### config.mk
export PLATFORM = sky130hd
export DESIGN_NAME = irq_router
export DESIGN_NICKNAME = d
export VERILOG_FILES = /design/src/rtl/irq_router_pkg.sv /design/src/rtl/irq_assign_regs.sv /design/src/rtl/irq_route_matrix.sv /design/src/rtl/irq_read_mux.sv /design/src/rtl/irq_router.sv
export SDC_FILE = /design/constraint.sdc
export NUM_CORES = 1
export LEC_CHECK = 0
export CAP_MARGIN = 30
export CORE_ASPECT_RATIO = 1.1
export CORE_MARGIN = 1
export CORE_UTILIZATION = 30
export CTS_CLUSTER_SIZE = 8
export DETAILED_ROUTE_END_ITERATION = 16
export HOLD_SLACK_MARGIN = 0.15
export PLACE_DENSITY_LB_ADDON = 0.12
export SYNTH_ARGS = -nofsm -noshare
export SYNTH_HDL_FRONTEND = slang
export SYNTH_HIERARCHICAL = 1
export SYNTH_SLANG_ARGS = --single-unit
### constraint.sdc
create_clock -name clk -period 1.9 [get_ports clk]
set_input_delay 0.38 -clock clk [delete_from_list [all_inputs] [get_ports clk]]
set_output_delay 0.38 -clock clk [all_outputs]
set_load 0.1 [all_outputs]
### src/rtl/irq_router_pkg.sv
package irq_router_pkg;

    parameter int unsigned SRC_N  = 24;
    parameter int unsigned LVL_N  = 9;
    parameter int unsigned FLD_W  = 4;
    parameter int unsigned WORD_W = 32;
    parameter int unsigned ADDR_W = 2;

    localparam int unsigned FLD_PER_WORD = WORD_W / FLD_W;
    localparam int unsigned ASSIGN_WORDS = (SRC_N + FLD_PER_WORD - 1) / FLD_PER_WORD;
    localparam int unsigned STATUS_ADDR  = ASSIGN_WORDS;

    typedef logic [FLD_W-1:0]            target_t;
    typedef target_t [SRC_N-1:0]         route_map_t;
    typedef logic [SRC_N-1:0]            src_vec_t;
    typedef logic [LVL_N-1:0]            lvl_vec_t;
    typedef logic [WORD_W-1:0]           word_t;
    typedef logic [ADDR_W-1:0]           addr_t;

    typedef struct packed {
        logic  en;
        addr_t addr;
        word_t data;
    } wr_req_t;

    // Default level offset (level - 7) for each source index.
    function automatic target_t default_target(int unsigned s);
        if (s < 7)       return target_t'(0);
        else if (s < 9)  return target_t'(1);
        else if (s < 13) return target_t'(2);
        else if (s < 16) return target_t'(3);
        else if (s < 19) return target_t'(4);
        else if (s < 21) return target_t'(5);
        else             return target_t'(6);
    endfunction

    function automatic route_map_t default_map();
        route_map_t m;
        for (int unsigned s = 0; s < SRC_N; s++) begin
            m[s] = default_target(s);
        end
        return m;
    endfunction

endpackage

### src/rtl/irq_assign_regs.sv
module irq_assign_regs
    import irq_router_pkg::*;
(
    input  logic       clk,
    input  logic       rst,
    input  wr_req_t    wr,
    output route_map_t map
);

    route_map_t map_q;

    always_ff @(posedge clk) begin
        if (rst) begin
            map_q <= default_map();
        end else if (wr.en && (int'(wr.addr) < ASSIGN_WORDS)) begin
            for (int unsigned f = 0; f < FLD_PER_WORD; f++) begin
                if (int'(wr.addr) * FLD_PER_WORD + f < SRC_N) begin
                    map_q[int'(wr.addr) * FLD_PER_WORD + f] <= wr.data[f*FLD_W +: FLD_W];
                end
            end
        end
    end

    assign map = map_q;

    // leaving reset always yields the default routing
    p_reset_map_r1: assert property (@(posedge clk) disable iff (rst)
        $past(rst) |-> (map_q == default_map()));

    // first field of a written assignment word holds the written nibble
    p_write_lands_r2: assert property (@(posedge clk) disable iff (rst)
        (!$past(rst) && $past(wr.en) && (int'($past(wr.addr)) < ASSIGN_WORDS))
        |-> (map_q[int'($past(wr.addr)) * FLD_PER_WORD] == $past(wr.data[FLD_W-1:0])));

    // writes outside the assignment words leave the routing untouched
    p_status_ro_r8: assert property (@(posedge clk) disable iff (rst)
        (wr.en && (int'(wr.addr) >= ASSIGN_WORDS)) |=> $stable(map_q));

endmodule

### src/rtl/irq_route_matrix.sv
module irq_route_matrix
    import irq_router_pkg::*;
(
    input  logic       clk,
    input  logic       rst,
    input  src_vec_t   src,
    input  route_map_t map,
    output lvl_vec_t   lvl
);

    for (genvar l = 0; l < int'(LVL_N); l++) begin : g_level
        always_comb begin
            lvl[l] = 1'b0;
            for (int unsigned s = 0; s < SRC_N; s++) begin
                if (src[s] && (map[s] == target_t'(l))) lvl[l] = 1'b1;
            end
        end
    end

    // no request in, no level out
    p_idle_quiet_r4: assert property (@(posedge clk) disable iff (rst)
        (src == '0) |-> (lvl == '0));

    // every source lands on at most one level, so lit levels never outnumber sources
    p_fanout_bound_r3: assert property (@(posedge clk) disable iff (rst)
        $countones(lvl) <= $countones(src));

endmodule

### src/rtl/irq_read_mux.sv
module irq_read_mux
    import irq_router_pkg::*;
(
    input  addr_t      rd_addr,
    input  route_map_t map,
    input  src_vec_t   src,
    output word_t      rd_data
);

    always_comb begin
        rd_data = '0;
        if (int'(rd_addr) < ASSIGN_WORDS) begin
            for (int unsigned f = 0; f < FLD_PER_WORD; f++) begin
                if (int'(rd_addr) * FLD_PER_WORD + f < SRC_N) begin
                    rd_data[f*FLD_W +: FLD_W] = map[int'(rd_addr) * FLD_PER_WORD + f];
                end
            end
        end else if (int'(rd_addr) == STATUS_ADDR) begin
            rd_data[SRC_N-1:0] = src;
        end
    end

endmodule

### src/rtl/irq_router.sv
module irq_router
    import irq_router_pkg::*;
(
    input  logic              clk,
    input  logic              rst,
    input  logic              wr_en,
    input  logic [ADDR_W-1:0] wr_addr,
    input  logic [WORD_W-1:0] wr_data,
    input  logic [ADDR_W-1:0] rd_addr,
    output logic [WORD_W-1:0] rd_data,
    input  logic [SRC_N-1:0]  src_irq,
    output logic [LVL_N-1:0]  lvl_irq
);

    wr_req_t    wr_req;
    route_map_t route_map;

    assign wr_req = '{en: wr_en, addr: wr_addr, data: wr_data};

    irq_assign_regs u_regs (
        .clk (clk),
        .rst (rst),
        .wr  (wr_req),
        .map (route_map)
    );

    irq_route_matrix u_matrix (
        .clk (clk),
        .rst (rst),
        .src (src_irq),
        .map (route_map),
        .lvl (lvl_irq)
    );

    irq_read_mux u_rd (
        .rd_addr (rd_addr),
        .map     (route_map),
        .src     (src_irq),
        .rd_data (rd_data)
    );

    // status word mirrors the raw request pins
    p_status_raw_r7: assert property (@(posedge clk) disable iff (rst)
        (int'(rd_addr) == STATUS_ADDR) |-> (rd_data[SRC_N-1:0] == src_irq));

endmodule

# After elaboration in Yosys (flattened, before gate mapping)
# Index checks and enable logic that the tools add are counted.
op_classes:
  mux: 289
  eq_ne: 193
  order_cmp: 42
  n_reduce_logical: 249
  addsub: 14
ops:
  columns: ["cell", "n"]
  rows:
  - ["2-to-1 mux 96 bit", 22]
  - ["bitwise mux 96 bit", 8]
  - ["< comparator 32 x 6 -> 1 bit (second input constant)", 14]
  - ["< comparator 32 x 5 -> 1 bit (second input constant)", 13]
  - ["== test 4 x 3 -> 1 bit (second input constant)", 96]
  - ["logical AND 1 bit", 225]
  - ["greater-or-equal comparator 32 x 1 -> 1 bit (second input constant)", 7]
  - ["2-to-1 mux 1 bit", 216]
  - ["== test 4 x 2 -> 1 bit (second input constant)", 48]
  - ["binary-select mux 4 bit (select 5 bit)", 7]
  - ["demux 4 bit (select 5 bit)", 7]
  - ["== test 4 x 1 -> 1 bit (second input constant)", 24]
  - ["== test 4 bit (second input constant)", 24]
  - ["zero test 4 bit", 24]
  - ["2-to-1 mux 4 bit", 24]
  - ["adder 5 x 3 -> 6 bit (second input constant)", 8]
  - ["2-to-1 mux 24 bit", 2]
  - ["adder 5 x 2 -> 6 bit (second input constant)", 4]
  - ["adder 5 x 1 -> 6 bit (second input constant)", 2]
  - ["< comparator 5 x 6 -> 1 bit (second input constant)", 2]
  - ["< comparator 5 bit (second input constant)", 2]
  - ["binary-select mux 4 bit (select 2 bit)", 1]
  - ["demux 4 bit (select 2 bit)", 1]
  - ["2-to-1 mux 8 bit", 1]
  - ["other kinds (4)", 5]
totals:
  wordCells: 811
  regBits: 96

# Depth between registers and ports, before layout
depth:
  ltp_word: 34
  ltp_mapped: 5
  ltp_nobuf: 5

# Hierarchy
# Netlist, hierarchy kept.
modules_own_cells:
  columns: ["mod", "instances", "cells_each", "seq_area_each_um2", "area_per_inst_um2"]
  rows:
  - ["irq_assign_regs", 1, 374, 1921.8, 3926.3]
  - ["irq_route_matrix", 1, 358, 0.0, 2371.0]
  - ["irq_read_mux", 1, 50, 0.0, 792.0]

# Worst setup path before layout
# No wires, ideal clock.
synth_timing:
  path_kind: "input -> output"
  start: "in rd_addr[1]"
  end: "out rd_data[25]"
  t_required_ps: 1520
  arrival_time_ps: 2326
  cell_stages: 4
  slack_ps: -806
  path_cell_list: "buf_2 -> buf_2 -> mux2i_1 -> o2bb2ai_1"
synth_via:
  elab_chain_cells: 5
synth_rtl:
  columns: ["item", "line", "rtl"]
  rows:
  - ["start: declaration", "irq_router.sv:9", "input logic [ADDR_W-1:0] rd_addr,"]
  - ["branches (longest 4 deep; another with < comparator 32 x 5 -> 1 bit)", null, null]
  - ["2-to-1 mux 8 bit (*)", "irq_read_mux.sv:12", "if (int'(rd_addr) < ASSIGN_WORDS) begin"]
  - ["end: declaration", "irq_router.sv:10", "output logic [WORD_W-1:0] rd_data,"]
# Every way passes the cells marked *. The select of a mux whose other input is x is not followed.

# Worst setup path after layout
layout_timing:
  start: "reg u_regs.map_q (netlist bit u_regs/map[75])"
  end: "out lvl_irq[5]"
layout_via:
  elab_chain_cells: 8
layout_rtl:
  columns: ["item", "line", "rtl"]
  rows:
  - ["start: declaration", "irq_assign_regs.sv:10", "route_map_t map_q;"]
  - ["start signal: assignment", "irq_assign_regs.sv:14", "map_q <= default_map();"]
  - ["start signal: indexed assignment", "irq_assign_regs.sv:18", "map_q[int'(wr.addr) * FLD_PER_WORD + f] <= wr.data[f*FLD_W +: FLD_W];"]
  - ["== test 4 x 3 -> 1 bit", "irq_route_matrix.sv:15", "if (src[s] && (map[s] == target_t'(l))) lvl[l] = 1'b1;"]
  - ["logical AND 1 bit", "irq_route_matrix.sv:15", null]
  - ["2-to-1 mux 1 bit (6 in a row)", "irq_route_matrix.sv:15", null]
  - ["end: declaration", "irq_router.sv:12", "output logic [LVL_N-1:0] lvl_irq"]
# Every way passes these cells.

==> summary by stage <==
Power and ir drop
Of the total power, the clock network draws 0.283. The peak ir drop on the vdd network is 0.405 mV. The share of total power dissipated in sequential elements is 0.327. The leakage power summed over all cells is 4.89 nW. For this design the ratio of total power to cell area is 536 nW/µm². Of the total power, the share spent switching nets is 0.369. The share of total power in combinational logic is 0.390. The internal power of the cells is 4.17 mW. The switching power of the nets is 2.44 mW.

Die
The area of the core is 23000 µm². The die height is 163 µm. The die footprint is 24300 µm².

The die is 149 µm wide. In this run the core area contains 58 standard-cell rows. 104 I/O pins were placed.

For this configuration, the core starts out at a cell density of 0.308.

Setup path
The number of buffers and inverters on the critical path is 2. The longest individual stage delay on the worst path is 390 ps. The required time at the endpoint of the critical path is 1520 ps. The biggest fanout along the worst timing path is 3.

The timing endpoint of the critical path is lvl_irq[5]. The slowest stage of the critical path is the sky130_fd_sc_hd__dfxtp_4 cell. The critical path goes through nand3b_1 > buf_4 > nor3b_1 > nor4_1 > and4_4 > nand3_4 > buf_12.

The number of cells on the worst reg-to-reg path is 5. In this run the register-to-register setup slack is 940 ps. STA classifies the critical path startpoint as a flop. For the worst setup path, the data arrival time is 2050 ps. By startpoint and endpoint, the worst setup path is classified as reg2out.

The cell depth of the worst setup path is 7. The worst register-to-register path begins at u_regs/map[32]. The source of the critical timing path is u_regs/map[75]. The endpoint of the lowest-slack register-to-register path is u_regs/map[32]. STA classifies the critical path endpoint as an output pin. The critical path's top delay family is simple AND/OR/NAND/NOR gates.

Synthesis
In the synthesized netlist the async set-or-reset flop fraction comes to 0. After synthesis, the most frequently instantiated cells are sky130_fd_sc_hd__mux2i_1, sky130_fd_sc_hd__nand2b_1, sky130_fd_sc_hd__dfxtp_1. The sequential share of the synthesized area is 0.271. In the post-synthesis netlist, the biggest area contributors are sky130_fd_sc_hd__dfxtp_1, sky130_fd_sc_hd__mux2i_1, sky130_fd_sc_hd__nand2b_1, sky130_fd_sc_hd__nand3b_1, sky130_fd_sc_hd__mux4_2. The cell type with the largest total area after synthesis is sky130_fd_sc_hd__dfxtp_1. For this run, the leading register cell type out of synthesis is sky130_fd_sc_hd__dfxtp_1.

The mapped cell area is 7090 µm². The synthesized design contains 96 register bits. The unique cell type count in the Yosys netlist is 42. Synthesis produced 782 cells. The average instance area after synthesis is 9.07 µm².

Yosys mapped a number of flops with a built-in enable equal to 0. When the netlist entered floorplanning its net count stood at 845. The number of synthesis warnings is 6.

The area fraction of the dominant cell type after synthesis is 0.271.

Drt
For this block, the routed nets add up to 35.5 mm of wire. The first routing iteration left 561 violations. Detailed routing inserted a total of 7829 vias.

The detailed-route vias per instance is 5.46. After detailed routing, the number of remaining DRC violations is 0. The remaining antenna violation count after routing is 0.

The routed wire length per instance is 24.8 µm. The pre-antenna-repair detailed-routing pass consisted of 5 iterations.

Place
The worst-case setup slack after placement is -1020 ps. The number of instances in the placed design is 1382. The half-perimeter wire length of the detailed placement result is 28.6 mm. The count of buffers from port buffering is 103. The last weighted congestion value of the routability-driven placer is 1.07.

Cells and area
The final non-filler cell total is 1433. The net count of the finished layout is 1191. The area growth from synthesis to layout is 73.9%. In the final layout, the share of cells above drive strength 1 is 0.488.

0 antenna diodes ended up in the layout. The register with the most flip-flops in the layout has 96 of them.

Global route
The global-route total usage across every layer is 0.298. The first global-routing pass estimated 51.5 mm of wire. The overflow left after global routing is 0. Entering global routing, the biggest net connects 65 pins. The number of antenna violations at the first check in global routing is 0.

The via count of the first global-routing pass came to 7695.

Clocking
Clock-pin slew was measured on the worst setup and hold paths at 80 ps. After clock tree synthesis, the flow added hold-fix buffers numbering 0. For this design, the sink count on the clock tree is 96. The number of buffers created by CTS is 9. The insertion delay of the later-clocked pin in the worst-skew pair is 360 ps. The clock tree from TritonCTS is yes.

The number of levels the H-tree was split into is 3. The buffer levels on the longest clock path is 2. The tree is rooted in a sky130_fd_sc_hd__clkbuf_16.

Outcome
The run finished, with violations left. The checks that failed: setup timing.

STA
The transition time at the pin with the least slew margin is 500 ps. Derived from the worst setup path, the maximum achievable clock frequency is 0.412 GHz. Setup repair after global routing could not meet its margin everywhere. For the final database, setup skew stands at 0 ps.

The number of failing hold endpoints at the final stage is 0. The worst path setup slack after routing is -529 ps. The max-slew violation total from the final report is 0. Dividing the final minimum period by the clock period gives 1.28. The final period demand of the worst path is 2430 ps. Measured against its own limit, the worst slew margin works out to 0.663.

Setup violations remaining at the end of the flow were counted as 32.

Run
Max-cap violations in this run came to 0.

Hold path
The worst hold path belongs to the class in2reg.
cell usage in the layout, fill, tap and decap left out, types with 24 or more instances in the layout:
master                              n
sky130_fd_sc_hd__nor3b_1           33
sky130_fd_sc_hd__nor3_1            26
sky130_fd_sc_hd__buf_6             79
sky130_fd_sc_hd__dfxtp_2           46
sky130_fd_sc_hd__nor2_1            59
sky130_fd_sc_hd__nand3b_1          67
sky130_fd_sc_hd__nand2_1           28
sky130_fd_sc_hd__buf_4            171
sky130_fd_sc_hd__mux4_2            24
sky130_fd_sc_hd__clkdlybuf4s50_1   35
sky130_fd_sc_hd__mux2i_1          103
sky130_fd_sc_hd__buf_12            56
sky130_fd_sc_hd__nand2b_1         104
sky130_fd_sc_hd__dfxtp_4           31
area by class of cell:
cell class | count | area, µm²
Sequential cell | 96 | 2100
Tap cell | 300 | 375
Timing Repair Buffer | 371 | 3930
Clock inverter | 5 | 45.0
Inverter | 4 | 15.0
Fill cell | 2112 | 10700
Clock buffer | 11 | 243
Multi-Input combinational cell | 646 | 5620
power groups by stage:
stage | registers, mW | clock network (mW) | logic [mW]
after floorplan | 2.23 | 0 | 1.21
after global placement | 2.21 | 0 | 2.38
after detailed placement | 2.21 | 0 | 2.38
after CTS | 2.16 | 1.92 | 2.51
after global routing | 2.16 | 1.99 | 2.68
final | 2.16 | 1.87 | 2.58
timing repair:
item                       4_1_cts  5_1_grt
gates resized for setup        249       93
setup endpoints to repair       34       35
buffers inserted                28       18
pin swaps                       52       35
worst min-delay path, stage by stage:
cell and delay, ps:
sky130_fd_sc_hd__buf_4 190, sky130_fd_sc_hd__nor2_1 110, sky130_fd_sc_hd__mux2i_1 70
stage by stage:
stage / power (mW) / hold slack [ps] / cell area, µm² / TNS (ps) / utilization
3_5_place_dp: 4.58 / 551 / 10700 / -11440 / 0.465
3_3_place_gp: 4.59 / 551 / 10700 / -11310 / 0.465
6_report: 6.60 / 433 / 12300 / -5220 / 0.536
4_1_cts: 6.58 / 409 / 11900 / -5460 / 0.518
5_1_grt: 6.83 / 443 / 12300 / -6430 / 0.536
2_1_floorplan: 3.44 / 479 / 7240 / -2310 / -
kinds of logic (layout without fill, tap and decap cells):
kind of cell           after synthesis  after routing  synth area share
AND/OR/NAND/NOR                    480            480             0.423
AO/OA/AOI/OAI                       38             38            0.0432
multiplexers                       128            128             0.224
buffers and inverters               40            391            0.0385
flip-flops                          96             96             0.271
layer usage:
metal | routed length, µm | part of all wire | track usage | up-vias
met3 | 2090 | 0.059 | 0.0559 | 65
met1 | 15300 | 0.43 | 0.383 | 3837
met5 | 0 | 0 | 0 | -
met4 | 1440 | 0.040 | 0.124 | 0
li1 | - | - | - | 3642
met2 | 16600 | 0.47 | 0.487 | 285
worst min-delay path by stage:
| stage | endpoint | cells after the start | startpoint | slack, ps |
|---|---|---|---|---|
| floorplan | u_regs/map[3] | 2 | u_regs/map[3] | 480 |
| global placement | u_regs/map[71] | 2 | u_regs/map[71] | 550 |
| detailed placement | u_regs/map[71] | 2 | u_regs/map[71] | 550 |
| CTS | u_regs/map[78] | 3 | rst | 410 |
| global route | u_regs/map[78] | 3 | rst | 440 |
| finish | u_regs/map[78] | 3 | rst | 430 |
Note: power is estimated with default switching activity, not from simulation.
